File: config.mk
export PLATFORM = sky130hd
export DESIGN_NAME = evt_irq_ctrl
export DESIGN_NICKNAME = d
export VERILOG_FILES = /design/src/rtl/evt_irq_pkg.sv /design/src/rtl/evt_flag_reg.sv /design/src/rtl/evt_mask_reg.sv /design/src/rtl/evt_line_map.sv /design/src/rtl/evt_irq_ctrl.sv
export SDC_FILE = /design/constraint.sdc
export NUM_CORES = 1
export LEC_CHECK = 0
export BUFFER_PORTS_ARGS = -buffer_cell sky130_fd_sc_hd__buf_2
export CORE_MARGIN = 1
export CORE_UTILIZATION = 45
export CTS_CLUSTER_DIAMETER = 50
export DETAILED_ROUTE_END_ITERATION = 10
export PLACE_DENSITY = 0.74
export SYNTH_ARGS = -nofsm -noshare
export SYNTH_HDL_FRONTEND = slang
export SYNTH_SLANG_ARGS = --single-unit
File: constraint.sdc
create_clock -name clk_i -period 2.1 [get_ports clk_i]
set_clock_uncertainty 0.15 [all_clocks]
set_input_delay 0.105 -clock clk_i [delete_from_list [all_inputs] [get_ports clk_i]]
set_output_delay 0.105 -clock clk_i [all_outputs]
set_load 0.01 [all_outputs]
File: src/rtl/evt_irq_pkg.sv
package evt_irq_pkg;
  localparam int unsigned REG_W     = 32;
  localparam int unsigned NUM_LINES = 13;
  localparam int unsigned FLAG_LO   = 19;
  localparam int unsigned BIT_GSTOP = 28;
  localparam int unsigned ADDR_W    = 2;

  typedef enum logic [ADDR_W-1:0] {
    ADDR_FLAGS = 2'd0,
    ADDR_MASK  = 2'd1,
    ADDR_TXCTL = 2'd2,
    ADDR_SPARE = 2'd3
  } reg_addr_e;

  // Flag position that drives each interrupt line.
  function automatic int unsigned line_src(input int unsigned idx);
    case (idx)
      0:       return 27;
      1:       return 26;
      2:       return 19;
      3:       return 20;
      4:       return 25;
      5:       return 24;
      6:       return 23;
      7:       return 21;
      8:       return 31;
      9:       return 28;
      10:      return 22;
      11:      return 29;
      default: return 30;
    endcase
  endfunction
endpackage

File: src/rtl/evt_flag_reg.sv
module evt_flag_reg
  import evt_irq_pkg::*;
#(
  parameter int unsigned WIDTH = REG_W,
  parameter int unsigned LO    = FLAG_LO
) (
  input  logic             clk_i,
  input  logic             rst_ni,
  input  logic [WIDTH-1:0] set_i,
  input  logic [WIDTH-1:0] clr_i,
  output logic [WIDTH-1:0] flags_o
);
  localparam int unsigned          IMPL_W    = WIDTH - LO;
  localparam logic [WIDTH-1:0]     IMPL_MASK = {{IMPL_W{1'b1}}, {LO{1'b0}}};

  logic [WIDTH-1:0] flags_q, flags_d;
  logic             upd_en;

  // Set overrides clear on the same bit.
  always_comb begin
    flags_d = ((flags_q & ~clr_i) | set_i) & IMPL_MASK;
    upd_en  = |((set_i | clr_i) & IMPL_MASK);
  end

  always_ff @(posedge clk_i or negedge rst_ni) begin
    if (!rst_ni)     flags_q <= '0;
    else if (upd_en) flags_q <= flags_d;
  end

  assign flags_o = flags_q;
endmodule

File: src/rtl/evt_mask_reg.sv
module evt_mask_reg
  import evt_irq_pkg::*;
#(
  parameter int unsigned WIDTH = REG_W
) (
  input  logic             clk_i,
  input  logic             rst_ni,
  input  logic             wr_en_i,
  input  logic [WIDTH-1:0] wdata_i,
  output logic [WIDTH-1:0] mask_o
);
  logic [WIDTH-1:0] mask_q, mask_d;

  always_comb mask_d = wdata_i;

  always_ff @(posedge clk_i or negedge rst_ni) begin
    if (!rst_ni)      mask_q <= '0;
    else if (wr_en_i) mask_q <= mask_d;
  end

  assign mask_o = mask_q;
endmodule

File: src/rtl/evt_line_map.sv
module evt_line_map
  import evt_irq_pkg::*;
#(
  parameter int unsigned WIDTH = REG_W,
  parameter int unsigned LINES = NUM_LINES
) (
  input  logic             clk_i,
  input  logic             rst_ni,
  input  logic [WIDTH-1:0] flags_i,
  input  logic [WIDTH-1:0] mask_i,
  output logic [LINES-1:0] irq_o
);
  logic [WIDTH-1:0] active;
  logic [LINES-1:0] irq_d, irq_q;
  logic             irq_en;

  always_comb active = flags_i & mask_i;

  for (genvar i = 0; i < LINES; i++) begin : g_line
    localparam int unsigned SRC = line_src(i);
    assign irq_d[i] = active[SRC];
  end

  always_comb irq_en = (irq_d != irq_q);

  always_ff @(posedge clk_i or negedge rst_ni) begin
    if (!rst_ni)     irq_q <= '0;
    else if (irq_en) irq_q <= irq_d;
  end

  assign irq_o = irq_q;
endmodule

File: src/rtl/evt_irq_ctrl.sv
module evt_irq_ctrl
  import evt_irq_pkg::*;
#(
  parameter int unsigned WIDTH = REG_W,
  parameter int unsigned LINES = NUM_LINES
) (
  input  logic              clk_i,
  input  logic              rst_ni,
  input  logic [WIDTH-1:0]  evt_set_i,
  input  logic              bus_sel_i,
  input  logic              bus_we_i,
  input  logic [ADDR_W-1:0] bus_addr_i,
  input  logic [WIDTH-1:0]  bus_wdata_i,
  output logic [WIDTH-1:0]  bus_rdata_o,
  output logic [LINES-1:0]  irq_o
);
  logic [WIDTH-1:0] flags_q, mask_q;
  logic [WIDTH-1:0] set_vec, clr_vec;
  logic             wr_flags, wr_mask, wr_txctl;

  always_comb begin
    wr_flags = bus_sel_i && bus_we_i && (bus_addr_i == ADDR_FLAGS);
    wr_mask  = bus_sel_i && bus_we_i && (bus_addr_i == ADDR_MASK);
    wr_txctl = bus_sel_i && bus_we_i && (bus_addr_i == ADDR_TXCTL);
    clr_vec  = wr_flags ? bus_wdata_i : '0;
    set_vec  = evt_set_i;
    // Graceful stop completes at once: acknowledge in the same edge.
    if (wr_txctl && bus_wdata_i[0]) set_vec[BIT_GSTOP] = 1'b1;
  end

  evt_flag_reg #(.WIDTH(WIDTH), .LO(FLAG_LO)) u_flags (
    .clk_i   (clk_i),
    .rst_ni  (rst_ni),
    .set_i   (set_vec),
    .clr_i   (clr_vec),
    .flags_o (flags_q)
  );

  evt_mask_reg #(.WIDTH(WIDTH)) u_mask (
    .clk_i   (clk_i),
    .rst_ni  (rst_ni),
    .wr_en_i (wr_mask),
    .wdata_i (bus_wdata_i),
    .mask_o  (mask_q)
  );

  evt_line_map #(.WIDTH(WIDTH), .LINES(LINES)) u_lines (
    .clk_i   (clk_i),
    .rst_ni  (rst_ni),
    .flags_i (flags_q),
    .mask_i  (mask_q),
    .irq_o   (irq_o)
  );

  always_comb begin
    case (bus_addr_i)
      ADDR_FLAGS: bus_rdata_o = flags_q;
      ADDR_MASK:  bus_rdata_o = mask_q;
      default:    bus_rdata_o = '0;
    endcase
  end
endmodule

==> impl_metrics.env <==
export IMPL_ys_seq_area_share_pct=55.6
export IMPL_cp_max_fo=12
export IMPL_crit_cells=5
export IMPL_vias_per_cell=4.75
export IMPL_final_cells=426
export IMPL_cap_violations=0
export IMPL_power_frac_seq_pct=46.2
export IMPL_startpoint_type="input pin"
export IMPL_syn_nets=272
export IMPL_timing_fmax_mhz=601
export IMPL_p_int_w=0.00229
export IMPL_rows=27
export IMPL_track_usage_pct=20.5
export IMPL_gp_congestion=0.794
export IMPL_endpoint_kind="register"
export IMPL_cts_setup_buffers=0
export IMPL_ios=115
export IMPL_power_total_w=0.00306
export IMPL_grt_pass1_wl_um=9480
export IMPL_core_um2=5540
export IMPL_outcome="finished, final reports clean"
export IMPL_synth_warnings=0
export IMPL_yosys_top_cells_area="dfrtp_1, mux2_4, and2_1"
export IMPL_syn_to_final_growth_pct=46.5
export IMPL_hold_viol=0
export IMPL_clkPwrFrac_pct=32.0
export IMPL_critPathRequiredTime_ns=2.15
export IMPL_r2r_start="u_flags.flags_o[28]"
export IMPL_sw_frac_of_total_pct=25.0
export IMPL_worstMarginPinSlew_ns=0.624
export IMPL_cts_buffers_inserted=9
export IMPL_ctsHoldBuffers=47
export IMPL_maxSlewViolCount=0
export IMPL_cts_resized=0
export IMPL_yosysTopAreaCell="dfrtp_1"
export IMPL_drt_wl_total_um=5800
export IMPL_clkSlewWorstSetupHoldPaths_ns=0.06
export IMPL_ir_worst_vdd_v=0.000514
export IMPL_insertion_delay_ns=0.32
export IMPL_setup_viol=0
export IMPL_drt_iter0_drc=56
export IMPL_grt_pass1_vias=2083
export IMPL_max_slew_margin_pct=58.4
export IMPL_synth_area_um2=2610
export IMPL_p_leak_nw=1.97
export IMPL_crit_family="buffers and inverters"
export IMPL_die_area_um2=6110
export IMPL_overflow=0
export IMPL_power_per_cell_area_nw_per_um2=799
export IMPL_n_antenna_cell=0
export IMPL_worstPathArrival_ns=1.71
export IMPL_p_sw_w=0.000766
export IMPL_grt_max_degree=33
export IMPL_finalWorstSetupSlack_ns=0.437
export IMPL_post_dp_hpwl_um=3750
export IMPL_critPathKind="input pin to register"
export IMPL_tns_ns=0
export IMPL_netlist_instances=202
export IMPL_rr_worst_depth=3
export IMPL_cp_slowest_cell="dlygate4sd3_1"
export IMPL_via_count=2024
export IMPL_ys_ff_latch=58
export IMPL_critical_path_buf_inv_count=3
export IMPL_ant_nets=0
export IMPL_ff2ff_setup_slack_ns=0.62
export IMPL_finalCritPeriodShare_pct=79.2
export IMPL_nets=420
export IMPL_placed_cells=364
export IMPL_combPwrFrac_pct=21.8
export IMPL_synthAdderAreaFrac_pct=0
export IMPL_min_delay_path_class="input pin to async pin"
export IMPL_dr_pass1_iters=4
export IMPL_startpoint="bus_addr_i[1]"
export IMPL_pre_cts_ws_ns=0.442
export IMPL_ctsHtreeMaxLevel=3
export IMPL_fin_crit_ns=1.66
export IMPL_syn_area_per_cell_um2=12.9
export IMPL_cts_path_max_buffers=2
export IMPL_rsz0062_at_grt="false"
export IMPL_endpoint="u_flags.flags_o[20]"
export IMPL_timing_hold_ws_ns=0.185
export IMPL_initial_core_util_pct=47.2
export IMPL_cp_cell_sequence="buf_2, buf_4, and4bb_2, a31oi_1, dlygate4sd3_1"
export IMPL_synth_compound_area_share_pct=3.40
export IMPL_cts_tree="done"
export IMPL_synth_top_area_share_pct=55.6
export IMPL_routedWlPerCell_um=13.6
export IMPL_dieWidth_um=78.2
export IMPL_fp_dieH_um=78.2
export IMPL_antenna_found_initial=0
export IMPL_clock_sinks=58
export IMPL_synth_top_family_by_area="multiplexers"
export IMPL_drc=0
export IMPL_synthMuxAreaShare_pct=23.1
export IMPL_synth_simple_area_share_pct=13.7
export IMPL_root_buffer="clkbuf_8"
export IMPL_ys_types=19
export IMPL_regToRegEndpoint="u_flags.flags_o[28]"
export IMPL_cpPeakStageDelay_ns=0.57
export IMPL_port_buffers=95
export IMPL_drive_gt1_share_pct=41.2
export IMPL_synth_xor_area_share_pct=0
-- power groups by stage --
| stage | logic, W | clock network (W) | registers (W) |
|---|---|---|---|
| 3_3_place_gp | 0.000600 | 0 | 0.00142 |
| 2_1_floorplan | 0.000358 | 0 | 0.00143 |
| 6_report | 0.000668 | 0.000978 | 0.00141 |
| 4_1_cts | 0.000673 | 0.000999 | 0.00141 |
| 3_5_place_dp | 0.000614 | 0 | 0.00143 |
| 5_1_grt | 0.000722 | 0.00106 | 0.00144 |
-- worst register-to-register path: cells and delay by family, from the launching register on --
family | cells | cell delay [ns]
buffers and inverters | 1 | 0.56
AOI/OAI and AO/OA | 2 | 0.26
DFF | 1 | 0.40
-- worst min-delay path by stage --
| stage | from | endpoint | slack (ns) | cells after the start |
|---|---|---|---|---|
| 5_1_grt | rst_ni | u_flags.flags_o[29] | 0.25 | 2 |
| 3_5_place_dp | rst_ni | u_flags.flags_o[29] | 0.002 | 1 |
| 2_1_floorplan | rst_ni | u_flags.flags_o[19] | -0.34 | 0 |
| 6_report | rst_ni | u_flags.flags_o[29] | 0.19 | 2 |
| 4_1_cts | rst_ni | u_flags.flags_o[29] | 0.20 | 2 |
| 3_3_place_gp | rst_ni | u_flags.flags_o[29] | 0.003 | 1 |
-- state kept, by name, indices dropped and copies added, names as in the netlist --
register	flops
u_lines.irq_o	13
u_mask.mask_o	32
u_flags.flags_o	13
-- cell usage after synthesis --
| master | count |
|---|---|
| and2b_1 | 1 |
| nand4b_4 | 1 |
| inv_1 | 13 |
| nand3b_1 | 1 |
| and4bb_2 | 1 |
| a31oi_1 | 12 |
| clkbuf_1 | 2 |
| mux2_4 | 30 |
| buf_6 | 3 |
| mux2_2 | 2 |
| buf_2 | 4 |
| and4b_1 | 1 |
| and2_1 | 32 |
| mux2i_1 | 13 |
| nand2_1 | 1 |
| dfrtp_1 | 58 |
| a21oi_1 | 1 |
| nor2_1 | 25 |
| o221ai_1 | 1 |
-- cell type report --
| cell class | count | area (um^2) |
|---|---|---|
| Timing Repair Buffer | 146 | 1000 |
| Multi-Input combinational cell | 122 | 1050 |
| Inverter | 13 | 48.8 |
| Sequential cell | 58 | 1450 |
| Clock inverter | 3 | 40.0 |
| Clock buffer | 12 | 145 |
| Tap cell | 72 | 90.1 |
| Fill cell | 422 | 1710 |
-- through the flow --
stage               area (um^2)  utilization [%]
finish                     3830             69.1
global route               3830             69.1
CTS                        3830             69.1
detailed placement         3170             57.2
global placement           3170             57.2
floorplan                  2610                -
-- logic make-up (layout without fill, tap and decap cells) --
group	after synthesis	after routing
flops	58	58
buf+inv	22	174
mux	45	45
compound gates	14	14
simple gates	63	63
-- layer usage --
layer / vias to the layer above / GRT usage [%] / share of wire [%]
li1: 967 / - / -
met1: 994 / 22.8 / 41
met2: 48 / 36.3 / 53
met3: 15 / 4.53 / 3.5
met4: 0 / 11.3 / 2.9
met5: - / 0 / 0
-- cell usage in the layout, fill, tap and decap left out, types with 10 or more instances in the layout --
| cell type | instances |
|---|---|
| clkbuf_8 | 10 |
| mux2_4 | 30 |
| and2_1 | 32 |
| mux2i_1 | 13 |
| buf_2 | 95 |
| nor2_1 | 25 |
| a31oi_1 | 12 |
| dlygate4sd3_1 | 47 |
| dfrtp_1 | 58 |
| inv_1 | 13 |
(Power assumes the default switching activity.)
